===== src/rtl/sw_pkg.sv =====
package sw_pkg;
  localparam int WORD_W  = 32;
  localparam int LANE_W  = 8;
  localparam int N_LANES = WORD_W / LANE_W;
  localparam int MODE_W  = 5;
  localparam int N_BANKS = 5;
  localparam int IDX_W   = $clog2(N_BANKS);

  localparam logic [WORD_W-1:0] LIVE_BITS  = 32'hF000_00FF;
  localparam logic [WORD_W-1:0] RESET_WORD = 32'h0000_00D3;
  localparam logic [N_LANES-1:0] FLAG_LANE = N_LANES'(1) << (N_LANES - 1);

  typedef enum logic [MODE_W-1:0] {
    M_USR = 5'b10000,
    M_FIQ = 5'b10001,
    M_IRQ = 5'b10010,
    M_SVC = 5'b10011,
    M_ABT = 5'b10111,
    M_UND = 5'b11011,
    M_SYS = 5'b11111
  } mode_e;

  function automatic logic mode_ok(input logic [MODE_W-1:0] m);
    case (m)
      M_USR, M_FIQ, M_IRQ, M_SVC, M_ABT, M_UND, M_SYS: return 1'b1;
      default: return 1'b0;
    endcase
  endfunction

  function automatic logic has_bank(input logic [MODE_W-1:0] m);
    case (m)
      M_FIQ, M_IRQ, M_SVC, M_ABT, M_UND: return 1'b1;
      default: return 1'b0;
    endcase
  endfunction

  function automatic logic [IDX_W-1:0] bank_of(input logic [MODE_W-1:0] m);
    case (m)
      M_FIQ:   return IDX_W'(0);
      M_IRQ:   return IDX_W'(1);
      M_SVC:   return IDX_W'(2);
      M_ABT:   return IDX_W'(3);
      M_UND:   return IDX_W'(4);
      default: return IDX_W'(0);
    endcase
  endfunction
endpackage


===== src/rtl/sw_lane_merge.sv =====
module sw_lane_merge
  import sw_pkg::*;
#(
  parameter int W     = WORD_W,
  parameter int LW    = LANE_W,
  parameter int NL    = N_LANES,
  parameter int MW    = MODE_W
) (
  input  logic [W-1:0]  old_word,
  input  logic [W-1:0]  new_word,
  input  logic [NL-1:0] lane_en,
  output logic [W-1:0]  merged
);
  logic [W-1:0] raw;

  generate
    for (genvar g = 0; g < NL; g++) begin : g_lane
      assign raw[g*LW +: LW] = lane_en[g] ? new_word[g*LW +: LW] : old_word[g*LW +: LW];
    end
  endgenerate

  always_comb begin
    merged = raw & LIVE_BITS;
    if (!mode_ok(raw[MW-1:0])) merged[MW-1:0] = old_word[MW-1:0];
  end
endmodule


===== src/rtl/sw_saved_bank.sv =====
module sw_saved_bank
  import sw_pkg::*;
#(
  parameter int NB = N_BANKS,
  parameter int W  = WORD_W,
  parameter int IW = IDX_W
) (
  input  logic          clk,
  input  logic          rst_n,
  input  logic          wr_en,
  input  logic [IW-1:0] wr_idx,
  input  logic [W-1:0]  wr_word,
  input  logic [IW-1:0] rd_idx,
  output logic [W-1:0]  rd_word
);
  logic [W-1:0] bank_q [NB];

  generate
    for (genvar g = 0; g < NB; g++) begin : g_bank
      always_ff @(posedge clk) begin
        if (!rst_n)                             bank_q[g] <= '0;
        else if (wr_en && wr_idx == IW'(g))     bank_q[g] <= wr_word;
      end
    end
  endgenerate

  always_comb begin
    rd_word = '0;
    for (int i = 0; i < NB; i++)
      if (rd_idx == IW'(i)) rd_word = bank_q[i];
  end
endmodule


===== src/rtl/sw_status_unit.sv =====
module sw_status_unit
  import sw_pkg::*;
(
  input  logic              clk,
  input  logic              rst_n,
  input  logic              wr_en,
  input  logic              sel_saved,
  input  logic [N_LANES-1:0] field_mask,
  input  logic [WORD_W-1:0] wr_data,
  output logic [WORD_W-1:0] rd_data,
  output logic [WORD_W-1:0] status_word
);
  logic [WORD_W-1:0]  cur_q, cur_next, saved_word, saved_next;
  logic [MODE_W-1:0]  cur_mode;
  logic               privileged, banked;
  logic [IDX_W-1:0]   bidx;
  logic [N_LANES-1:0] cur_lanes;

  assign cur_mode   = cur_q[MODE_W-1:0];
  assign privileged = (cur_mode != M_USR);
  assign banked     = has_bank(cur_mode);
  assign bidx       = bank_of(cur_mode);
  assign cur_lanes  = privileged ? field_mask : (field_mask & FLAG_LANE);

  sw_lane_merge u_cur_merge (
    .old_word (cur_q),
    .new_word (wr_data),
    .lane_en  (cur_lanes),
    .merged   (cur_next)
  );

  sw_lane_merge u_sav_merge (
    .old_word (saved_word),
    .new_word (wr_data),
    .lane_en  (field_mask),
    .merged   (saved_next)
  );

  sw_saved_bank u_bank (
    .clk     (clk),
    .rst_n   (rst_n),
    .wr_en   (wr_en && sel_saved && banked),
    .wr_idx  (bidx),
    .wr_word (saved_next),
    .rd_idx  (bidx),
    .rd_word (saved_word)
  );

  always_ff @(posedge clk) begin
    if (!rst_n)                    cur_q <= RESET_WORD;
    else if (wr_en && !sel_saved)  cur_q <= cur_next;
  end

  assign rd_data     = sel_saved ? (banked ? saved_word : '0) : cur_q;
  assign status_word = cur_q;
endmodule


===== config.mk =====
export PLATFORM = sky130hd
export DESIGN_NAME = sw_status_unit
export DESIGN_NICKNAME = d
export VERILOG_FILES = /design/src/rtl/sw_pkg.sv /design/src/rtl/sw_lane_merge.sv /design/src/rtl/sw_saved_bank.sv /design/src/rtl/sw_status_unit.sv
export SDC_FILE = /design/constraint.sdc
export NUM_CORES = 1
export LEC_CHECK = 0
export ABC_AREA = 1
export CORE_MARGIN = 2
export CORE_UTILIZATION = 25
export DETAILED_ROUTE_END_ITERATION = 7
export PLACE_DENSITY = 0.4
export SLEW_MARGIN = 20
export SYNTH_ARGS = -nofsm -noshare
export SYNTH_HDL_FRONTEND = slang
export SYNTH_HIERARCHICAL = 1
export SYNTH_SLANG_ARGS = --single-unit

===== constraint.sdc =====
create_clock -name clk -period 6.2 [get_ports clk]
set_clock_uncertainty 0.1 [all_clocks]
set_input_delay 1.24 -clock clk [delete_from_list [all_inputs] [get_ports clk]]
set_output_delay 1.24 -clock clk [all_outputs]
set_load 0.02 [all_outputs]

==> results of run 1 <==
[layout make-up]
| cell class | count | area [sq um] |
|---|---|---|
| timing repair buffer | 102 | 997 |
| sequential | 192 | 5450 |
| clock buffer | 19 | 433 |
| inverter | 127 | 487 |
| multi-input combinational | 803 | 3470 |
| fill | 4149 | 27100 |
| tap | 518 | 648 |
| clock inverter | 12 | 205 |
[registers in the layout (all words and copies together) (netlist names)]
name,count
status_word,32
u_bank/bank_q,160
[metrics by stage]
step / utilization [%] / instance area, sq um
6_report: 30.2 / 11700
4_1_cts: 30.1 / 11700
3_5_place_dp: 28.5 / 11000
3_3_place_gp: 28.5 / 11000
5_1_grt: 30.2 / 11700
2_1_floorplan: - / 9990
[worst max-delay path: cells and delay by family, from the launching register on]
kind	cells	cell delay, ns
buffers and inverters	5	1.45
DFF	1	0.41
and+or+nand+nor	10	1.65
[routing by layer]
metal  global-route usage, %  up-vias  wire length (microns)
met5                       0        -                      0
li1                        -     3800                      -
met4                    3.81        0                    361
met2                    24.7      137                  13800
met1                    20.8     3575                  14600
met3                    2.00       17                    957
[how the worst max path moves through the flow]
| stage | from | endpoint | cells after the start |
|---|---|---|---|
| 6_report | status_word[1]$_SDFFE_PN1P_ | rd_data[20] | 15 |
| 5_1_grt | status_word[1]$_SDFFE_PN1P_ | rd_data[20] | 15 |
| 4_1_cts | status_word[1]$_SDFFE_PN1P_ | rd_data[20] | 15 |
| 3_5_place_dp | sel_saved | rd_data[16] | 5 |
| 3_3_place_gp | sel_saved | u_bank/bank_q[3][31]$_SDFFCE_PN0P_ | 9 |
| 2_1_floorplan | status_word[1]$_SDFFE_PN1P_ | rd_data[1] | 14 |
[where the power goes]
group | total (mW) | internal, mW | switching [mW] | leakage [nW]
Sequential | 1.49 | 1.47 | 0.0287 | 1.92
Clock | 1.23 | 0.719 | 0.508 | 0.311
Combinational | 0.645 | 0.199 | 0.446 | 2.83
Total | 3.37 | 2.38 | 0.982 | 5.07
==> out/qor.log, run 1 <==
[drt] antenna viol nets, final 0
[cells_and_area] Antenna diodes 0
[global_route] global-route congestion overflow total 0
[setup_path] category of the worst setup path capture point output pin
[setup_path] reg-to-reg endpoint u_bank/bank_q[3][23]$_SDFFCE_PN0P_
[global_route] global-route wire length before repair 46.3 mm
[clock_tree] Num Clock Sinks 192
[floorplanning] initial core utilization 25.4%
[sta] Highest Clock Rate 0.188 GHz
[placement] placed instance count 1741
[run_status] outcome finished, final reports clean
[global_route] via count of the first global-routing pass 7379
[global_route] maximum number of pins on one net before global-route repair 66
[placement] Placer Congestion 0.766
[hold_path] end point of the worst hold path status_word[12]$_SDFFE_PN0P_
[power_and_ir_drop] total power per unit cell area 288 nW/um^2
[clock_tree] Clock H-tree levels 4
[setup_path] nature of the critical path startpoint flip-flop
[setup_path] critical register-to-register path startpoint status_word[1]$_SDFFE_PN1P_
[floorplanning] die width 202 microns
[drt] Detailed Route WL 29.7 mm
[hold_path] Hold WC Path Type flip-flop to flip-flop
[setup_path] R2R setup slack 2.35 ns
[sta] setup slack of the critical path after layout 0.894 ns
[sta] setup repair after global routing missed its margin no
[clock_tree] Gates resized, CTS repair 0
[cells_and_area] final standard cell count with taps included and fillers excluded 1773
[setup_path] Required @ worst endpoint 4.86 ns
[clock_tree] Clock Path Buffers 2
[sta] final slew viol count 0
[setup_path] cell with the largest stage delay on the worst path sky130_fd_sc_hd__nor2_2
[cells_and_area] fraction of layout instances using a drive strength above 1 7.09%
[sta] share of the cycle needed by the critical path after routing 85.6%
[clock_tree] clock transition at the registers of the reported paths 0.07 ns
[setup_path] most frequent cell on the critical path sky130_fd_sc_hd__nand2_1
[power_and_ir_drop] leakage power of the design 5.07 nW
[sta] # setup viols final 0
[setup_path] maximum fanout along the worst path 19
[placement] port bufs 81
[setup_path] series of cell instances along the critical path nand2_1, inv_1, nand3_1, inv_1, nor2_2, buf_4, nand3_1, nand2_1, nor2_1, nand3_1, nand2_1, inv_1, nand2_1, nand2_1, clkdlybuf4s50_1
[yosys] synthesized instance count 1187
[cells_and_area] area growth from synthesis to layout 18.7%
[job] number of max-cap violations 0
[hold_path] Worst Hold Depth 2
[power_and_ir_drop] total power after layout 3.37 mW
[clock_tree] CTS tree built
[global_route] number of antenna violations at the first check in global routing 0
[drt] via count 7529
[clock_tree] CTS buffer count 17
[clock_tree] total of hold buffers inserted after clock tree synthesis 0
[cells_and_area] commonest non-fill, non-tap cells in the layout sky130_fd_sc_hd__nand2_1, sky130_fd_sc_hd__nor2_1, sky130_fd_sc_hd__edfxtp_1
[floorplanning] number of I/O pins 104
[clock_tree] post-CTS repair timing setup buffer count 0
[global_route] overall fraction of global-route tracks in use 15.0%
[sta] actual slew at the worst max-slew pin 0.992 ns
[setup_path] crit path DAT 3.97 ns
[setup_path] number of cell instances on the worst register-to-register path 10
[drt] routed length per placed instance 16.8 microns
[floorplanning] CORE AREA 38700 sq um
[drt] vias per std cell 4.25
[placement] minimum setup slack after placement 1.19 ns
[yosys] synthesized area per cell 8.29 sq um
[cells_and_area] most common cell after layout, fill and taps aside sky130_fd_sc_hd__nand2_1
[power_and_ir_drop] highest ir drop seen on vdd 0.000145 V
[yosys] number of synthesis warnings 6
[clock_tree] Skew-Pair Late Insertion Delay 0.44 ns
[setup_path] slowest cell delay on critical path 0.72 ns
[sta] headroom to the max-slew limit 33.7%
[clock_tree] clock root buffer sky130_fd_sc_hd__clkbuf_16
[floorplanning] vertical die dimension 202 microns
[hold_path] critical hold path startpoint status_word[12]$_SDFFE_PN0P_
[yosys] summed instance area of the synthesized netlist 9840 sq um
[sta] Setup TNS Final 0 ns
[floorplanning] row count 72
[sta] number of endpoints with negative hold slack in the final report 0
[sta] time the final worst path needs with I/O delays and setup 5.31 ns
[drt] number of design rule violations left after detail routing 0
[drt] DR iter-0 viols 402
[drt] First-pass DRT Iterations 5
[placement] HPWL after detailed placement 18.7 mm
[cells_and_area] Final nets 1283
[sta] Post-Route Hold Slack 0.409 ns
[floorplanning] full die area 41000 sq um
[setup_path] type of the worst setup path flip-flop to output pin
No activity file was read; power rests on OpenSTA's default activity.
==> run 2, diff against run 1 <==
--- a/config.mk
+++ b/config.mk
@@ -6,11 +6,10 @@
 export NUM_CORES = 1
 export LEC_CHECK = 0
 export ABC_AREA = 1
-export CORE_MARGIN = 2
 export CORE_UTILIZATION = 25
 export DETAILED_ROUTE_END_ITERATION = 7
 export PLACE_DENSITY = 0.4
-export SLEW_MARGIN = 20
+export SLEW_MARGIN = 15
 export SYNTH_ARGS = -nofsm -noshare
 export SYNTH_HDL_FRONTEND = slang
 export SYNTH_HIERARCHICAL = 1
==> run 2 against run 1 <==
  * Clock power shrank 8%
  * Sequential share of layout area up 0.19 points
  * Final cell count is 0.23% higher
  * Setup slack got worse by 0.14 ns
  * Final area down 0.40%
  * Fmax shrank 2.5%
  * Utilization shrank 0.12 points
  * Largest power group unchanged
==> out/qor.log, run 2 (same netlist as run 1, synthesis figures left out) <==
[run_status] outcome finished, final reports clean
[drt] First-pass DRT Iterations 5
[cells_and_area] area growth from synthesis to layout 18.2%
[clock_tree] Num Clock Sinks 192
[clock_tree] post-CTS repair timing setup buffer count 0
[sta] setup slack of the critical path after layout 0.756 ns
[placement] port bufs 81
[global_route] global-route congestion overflow total 0
[sta] time the final worst path needs with I/O delays and setup 5.44 ns
[cells_and_area] filler cell count in the final layout 4174
[global_route] maximum number of pins on one net before global-route repair 66
[drt] antenna viol nets, final 0
[drt] vias per std cell 4.26
[hold_path] Hold WC Path Type flip-flop to flip-flop
[sta] # setup viols final 0
[cells_and_area] Final nets 1286
[power_and_ir_drop] total power per unit cell area 282 nW/um^2
[sta] number of endpoints with negative hold slack in the final report 0
[setup_path] critical register-to-register path startpoint status_word[1]$_SDFFE_PN1P_
[floorplanning] number of I/O pins 104
[clock_tree] CTS buffer count 17
[setup_path] reg-to-reg endpoint u_bank/bank_q[0][3]$_SDFFCE_PN0P_
[drt] Detailed Route WL 29.9 mm
[sta] headroom to the max-slew limit 31.5%
[job] number of max-cap violations 0
[clock_tree] Clock H-tree levels 4
[setup_path] maximum fanout along the worst path 24
[clock_tree] total of hold buffers inserted after clock tree synthesis 0
[global_route] via count of the first global-routing pass 7531
[floorplanning] row count 72
[placement] HPWL after detailed placement 18.0 mm
[cells_and_area] register ranked first by flip-flop count u_bank/bank_q
[placement] Placer Congestion 0.782
[setup_path] R2R setup slack 2.23 ns
[setup_path] crit path DAT 4.10 ns
[power_and_ir_drop] leakage power of the design 5.05 nW
[setup_path] Required @ worst endpoint 4.86 ns
[clock_tree] Skew-Pair Late Insertion Delay 0.45 ns
[sta] share of the cycle needed by the critical path after routing 87.8%
[floorplanning] CORE AREA 38700 sq um
[sta] setup repair after global routing missed its margin no
[setup_path] number of cell instances on the worst register-to-register path 20
[global_route] overall fraction of global-route tracks in use 15.4%
[sta] actual slew at the worst max-slew pin 1.02 ns
[drt] number of design rule violations left after detail routing 0
[cells_and_area] commonest non-fill, non-tap cells in the layout sky130_fd_sc_hd__nand2_1, sky130_fd_sc_hd__nor2_1, sky130_fd_sc_hd__edfxtp_1
[cells_and_area] most common cell after layout, fill and taps aside sky130_fd_sc_hd__nand2_1
[clock_tree] Gates resized, CTS repair 0
[cells_and_area] fraction of layout instances using a drive strength above 1 7.63%
[setup_path] worst setup path startpoint status_word[1]$_SDFFE_PN1P_
[floorplanning] die width 200 microns
[clock_tree] clock root buffer sky130_fd_sc_hd__clkbuf_16
[global_route] global-route wire length before repair 46.6 mm
[setup_path] CP Capture Point rd_data[17]
[floorplanning] initial core utilization 25.4%
[setup_path] category of the worst setup path capture point output pin
[floorplanning] vertical die dimension 200 microns
[drt] DR iter-0 viols 364
[setup_path] type of the worst setup path flip-flop to output pin
[placement] minimum setup slack after placement 1.16 ns
[sta] Setup TNS Final 0 ns
[clock_tree] CTS tree built
[power_and_ir_drop] highest ir drop seen on vdd 0.000168 V
[drt] via count 7564
[sta] Highest Clock Rate 0.184 GHz
[clock_tree] Clock Path Buffers 2
[drt] routed length per placed instance 16.8 microns
[sta] final slew viol count 0
[cells_and_area] Final Util 30.0%
[cells_and_area] Antenna diodes 0
[global_route] number of antenna violations at the first check in global routing 0
[setup_path] nature of the critical path startpoint flip-flop
[cells_and_area] number of flip-flops in the largest register 160
[floorplanning] full die area 40200 sq um
[clock_tree] clock transition at the registers of the reported paths 0.08 ns
==> run 2: changes by cell type in the layout (fill, tap and decap cells not counted), moves of 2 or more <==
| cell | before | now |
|---|---|---|
| sky130_fd_sc_hd__bufinv_16 | 5 | 0 |
| sky130_fd_sc_hd__clkinv_8 | 0 | 2 |
| sky130_fd_sc_hd__buf_4 | 18 | 23 |
| sky130_fd_sc_hd__clkbuf_1 | 2 | 0 |
| sky130_fd_sc_hd__inv_8 | 1 | 5 |
| sky130_fd_sc_hd__clkinvlp_4 | 0 | 2 |
==> run 2: worst max-delay path, stage by stage, from the launching register on <==
cell and delay [ns]:
sky130_fd_sc_hd__dfxtp_1 0.53, sky130_fd_sc_hd__nand2_1 0.10, sky130_fd_sc_hd__inv_1 0.10, sky130_fd_sc_hd__nand3_1 0.18, sky130_fd_sc_hd__o21ai_4 0.71, sky130_fd_sc_hd__inv_1 0.20
sky130_fd_sc_hd__nor3_4 0.17, sky130_fd_sc_hd__buf_4 0.36, sky130_fd_sc_hd__nand2_1 0.09, sky130_fd_sc_hd__nand3_1 0.18, sky130_fd_sc_hd__nand2_1 0.08, sky130_fd_sc_hd__inv_1 0.07
sky130_fd_sc_hd__nand2_1 0.10, sky130_fd_sc_hd__nand2_1 0.11, sky130_fd_sc_hd__clkdlybuf4s50_1 0.66
==> run 2: worst min-delay path by stage <==
stage	depth (start not counted)	endpoint	slack (ns)	startpoint
2_1_floorplan	2	status_word[16]$_SDFFE_PN0P_	0.47	status_word[16]$_SDFFE_PN0P_
3_3_place_gp	2	status_word[25]$_SDFFE_PN0P_	0.39	status_word[25]$_SDFFE_PN0P_
3_5_place_dp	2	status_word[19]$_SDFFE_PN0P_	0.40	status_word[19]$_SDFFE_PN0P_
4_1_cts	2	status_word[19]$_SDFFE_PN0P_	0.41	status_word[19]$_SDFFE_PN0P_
5_1_grt	2	status_word[20]$_SDFFE_PN0P_	0.44	status_word[20]$_SDFFE_PN0P_
6_report	2	status_word[19]$_SDFFE_PN0P_	0.41	status_word[19]$_SDFFE_PN0P_
==> run 2: layout make-up <==
cell class                 count  area, sq um  area share, %
timing repair buffer         105         1000           8.62
inverter                     127          487           4.18
clock inverter                15          160           1.38
clock buffer                  17          425           3.66
sequential                   192         5450           46.8
multi-input combinational    803         3470           29.8
tap                          518          648           5.57
==> run 2: power breakdown <==
group,switching (mW),internal (mW)
Clock,0.589,0.544
Combinational,0.451,0.200
Sequential,0.0283,1.46
Total,1.07,2.21
==> run 2: stage by stage <==
step	hold slack, ns	power (mW)	area [sq um]	instances
after floorplan	0.472	1.93	9990	1225
final	0.406	3.28	11600	1777
after global placement	0.394	2.18	11100	1745
after CTS	0.411	3.32	11600	1777
after detailed placement	0.397	2.18	11100	1745
after global routing	0.443	3.44	11600	1777
==> run 2: metal layers <==
| metal | share of wire (%) | GRT usage, % |
|---|---|---|
| met3 | 2.8 | 2.05 |
| met1 | 48 | 20.6 |
| met4 | 1.3 | 3.82 |
| met5 | 0 | 0 |
| met2 | 48 | 26.1 |
==> run 3, diff against run 2 <==
--- a/config.mk
+++ b/config.mk
@@ -7,6 +7,8 @@
 export LEC_CHECK = 0
 export ABC_AREA = 1
 export CORE_UTILIZATION = 25
+export CTS_BUF_LIST = sky130_fd_sc_hd__clkbuf_8
+export CTS_CLUSTER_SIZE = 40
 export DETAILED_ROUTE_END_ITERATION = 7
 export PLACE_DENSITY = 0.4
 export SLEW_MARGIN = 15
==> run 3 against run 2 <==
  * Die area unchanged
  * Power down 8.2%
  * Combinational power about the same
  * Non-clock buffer count unchanged
  * Final area down 1.6%
  * Utilization down 0.49 points
  * Sequential share of layout area up 0.78 points
  * Clock power down 24%
  * Hold slack better by 0.0043 ns
  * Global-route usage about the same
  * Critical endpoint unchanged
==> out/qor.log, run 3 (same netlist as run 1, synthesis figures left out) <==
[sta] number of endpoints with negative hold slack in the final report 0
[sta] actual slew at the worst max-slew pin 1.02 ns
[floorplanning] row count 72
[sta] Setup TNS Final 0 ns
[clock_tree] total of hold buffers inserted after clock tree synthesis 0
[floorplanning] vertical die dimension 200 microns
[global_route] maximum number of pins on one net before global-route repair 66
[setup_path] category of the worst setup path capture point output pin
[setup_path] R2R setup slack 2.25 ns
[global_route] global-route congestion overflow total 0
[sta] # setup viols final 0
[cells_and_area] filler cell count in the final layout 4190
[drt] via count 7526
[cells_and_area] multi-input logic area 3470 sq um
[clock_tree] Clock H-tree levels 4
[clock_tree] Skew-Pair Late Insertion Delay 0.49 ns
[cells_and_area] Antenna diodes 0
[drt] vias per std cell 4.24
[power_and_ir_drop] leakage power of the design 4.96 nW
[placement] placement-stage cell area 11100 sq um
[floorplanning] CORE AREA 38700 sq um
[drt] Detailed Route WL 29.9 mm
[floorplanning] full die area 40200 sq um
[setup_path] type of the worst setup path flip-flop to output pin
[global_route] number of antenna violations at the first check in global routing 0
[clock_tree] Num Clock Sinks 192
[placement] HPWL after detailed placement 18.0 mm
[floorplanning] number of I/O pins 104
[cells_and_area] area growth from synthesis to layout 16.3%
[cells_and_area] number of flip-flops in the largest register 160
[cells_and_area] footprint of the flip-flops and latches 5450 sq um
[cells_and_area] commonest non-fill, non-tap cells in the layout sky130_fd_sc_hd__nand2_1, sky130_fd_sc_hd__nor2_1, sky130_fd_sc_hd__edfxtp_1
[setup_path] slowest cell delay on critical path 0.77 ns
[drt] number of design rule violations left after detail routing 0
[placement] Placer Congestion 0.782
[sta] share of the cycle needed by the critical path after routing 88.5%
[setup_path] cell with the largest stage delay on the worst path sky130_fd_sc_hd__nor3_4
[cells_and_area] Final nets 1286
[drt] First-pass DRT Iterations 4
[cells_and_area] design area 11400 sq um
[setup_path] cell type group with the largest total delay on the critical path buffers and inverters
[floorplanning] initial core utilization 25.4%
[drt] DR iter-0 viols 371
[power_and_ir_drop] total power per unit cell area 263 nW/um^2
[drt] antenna viol nets, final 0
[setup_path] critical path buffer and inverter count 6
[clock_tree] clock transition at the registers of the reported paths 0.11 ns
[clock_tree] Gates resized, CTS repair 0
[power_and_ir_drop] highest ir drop seen on vdd 0.000146 V
[job] number of max-cap violations 0
[clock_tree] CTS tree built
[global_route] overall fraction of global-route tracks in use 15.4%
[clock_tree] clock root buffer sky130_fd_sc_hd__clkbuf_8
[global_route] via count of the first global-routing pass 7525
[floorplanning] die width 200 microns
[sta] setup repair after global routing missed its margin no
[setup_path] Required @ worst endpoint 4.86 ns
[setup_path] maximum fanout along the worst path 17
[clock_tree] post-CTS repair timing setup buffer count 0
[setup_path] series of cell instances along the critical path nand2_1, inv_1, nand3_1, inv_1, inv_2, nor3_4, buf_4, nand2_1, nand3_1, nand2_1, inv_1, nand2_1, nand2_1, clkdlybuf4s50_1
[clock_tree] Clock Path Buffers 2
[global_route] global-route wire length before repair 46.6 mm
[sta] headroom to the max-slew limit 31.5%
[sta] Highest Clock Rate 0.182 GHz
[cells_and_area] fraction of layout instances using a drive strength above 1 7.63%
[sta] final slew viol count 0
[drt] routed length per placed instance 16.8 microns
[run_status] outcome finished, final reports clean
[setup_path] crit path DAT 4.15 ns
[clock_tree] CTS buffer count 17
[placement] port bufs 81
[cells_and_area] most common cell after layout, fill and taps aside sky130_fd_sc_hd__nand2_1
[cells_and_area] register ranked first by flip-flop count u_bank/bank_q
[sta] time the final worst path needs with I/O delays and setup 5.49 ns
[setup_path] most frequent cell on the critical path sky130_fd_sc_hd__nand2_1
[hold_path] Hold WC Path Type flip-flop to flip-flop
[setup_path] nature of the critical path startpoint flip-flop
[run 3: final timing paths]
kind / start / to / depth (start not counted)
max: status_word[1]$_SDFFE_PN1P_ / rd_data[17] / 14
min: status_word[19]$_SDFFE_PN0P_ / status_word[19]$_SDFFE_PN0P_ / 2
max reg2reg: status_word[1]$_SDFFE_PN1P_ / u_bank/bank_q[0][3]$_SDFFCE_PN0P_ / 20
min reg2reg: status_word[19]$_SDFFE_PN0P_ / status_word[19]$_SDFFE_PN0P_ / 2
[run 3: cell type report]
cell class                 instances  share of cell area [%]
sequential                       192                    47.6
multi-input combinational        803                    30.3
timing repair buffer             105                    8.77
tap                              518                    5.66
inverter                         127                    4.25
clock buffer                      17                    2.04
clock inverter                    15                    1.40
[run 3: report_power, final]
group | total (mW) | internal (mW) | leakage, nW | switching [mW]
Combinational | 0.651 | 0.200 | 2.84 | 0.451
Sequential | 1.49 | 1.46 | 1.92 | 0.0283
Clock | 0.863 | 0.307 | 0.195 | 0.557
Total | 3.01 | 1.97 | 4.96 | 1.04
[run 3: per-layer routing]
metal  part of all wire, %  wire (microns)  vias to the layer above  global-route usage, %
li1                      -               -                     3799                      -
met1                    48           14500                     3579                   20.5
met2                    48           14300                      128                   26.2
met3                   2.8             843                       20                   2.21
met4                   1.2             369                        0                   3.60
met5                     0               0                        -                      0
[run 3: metrics by stage]
| stage | hold WS, ns | util (%) | worst slack (ns) | power [mW] | std cells |
|---|---|---|---|---|---|
| floorplan | 0.472 | - | 2.43 | 1.93 | 1225 |
| global placement | 0.394 | 28.5 | 1.20 | 2.18 | 1745 |
| detailed placement | 0.397 | 28.5 | 1.16 | 2.18 | 1745 |
| CTS | 0.416 | 29.6 | 0.602 | 3.04 | 1777 |
| global route | 0.448 | 29.6 | 0.341 | 3.17 | 1777 |
| finish | 0.411 | 29.6 | 0.711 | 3.01 | 1777 |
[run 3: tightest hold or removal path: stages (launching register included)]
cell                      delay, ns
sky130_fd_sc_hd__dfxtp_1       0.34
sky130_fd_sc_hd__nor2_1        0.10
sky130_fd_sc_hd__nor2_1        0.05
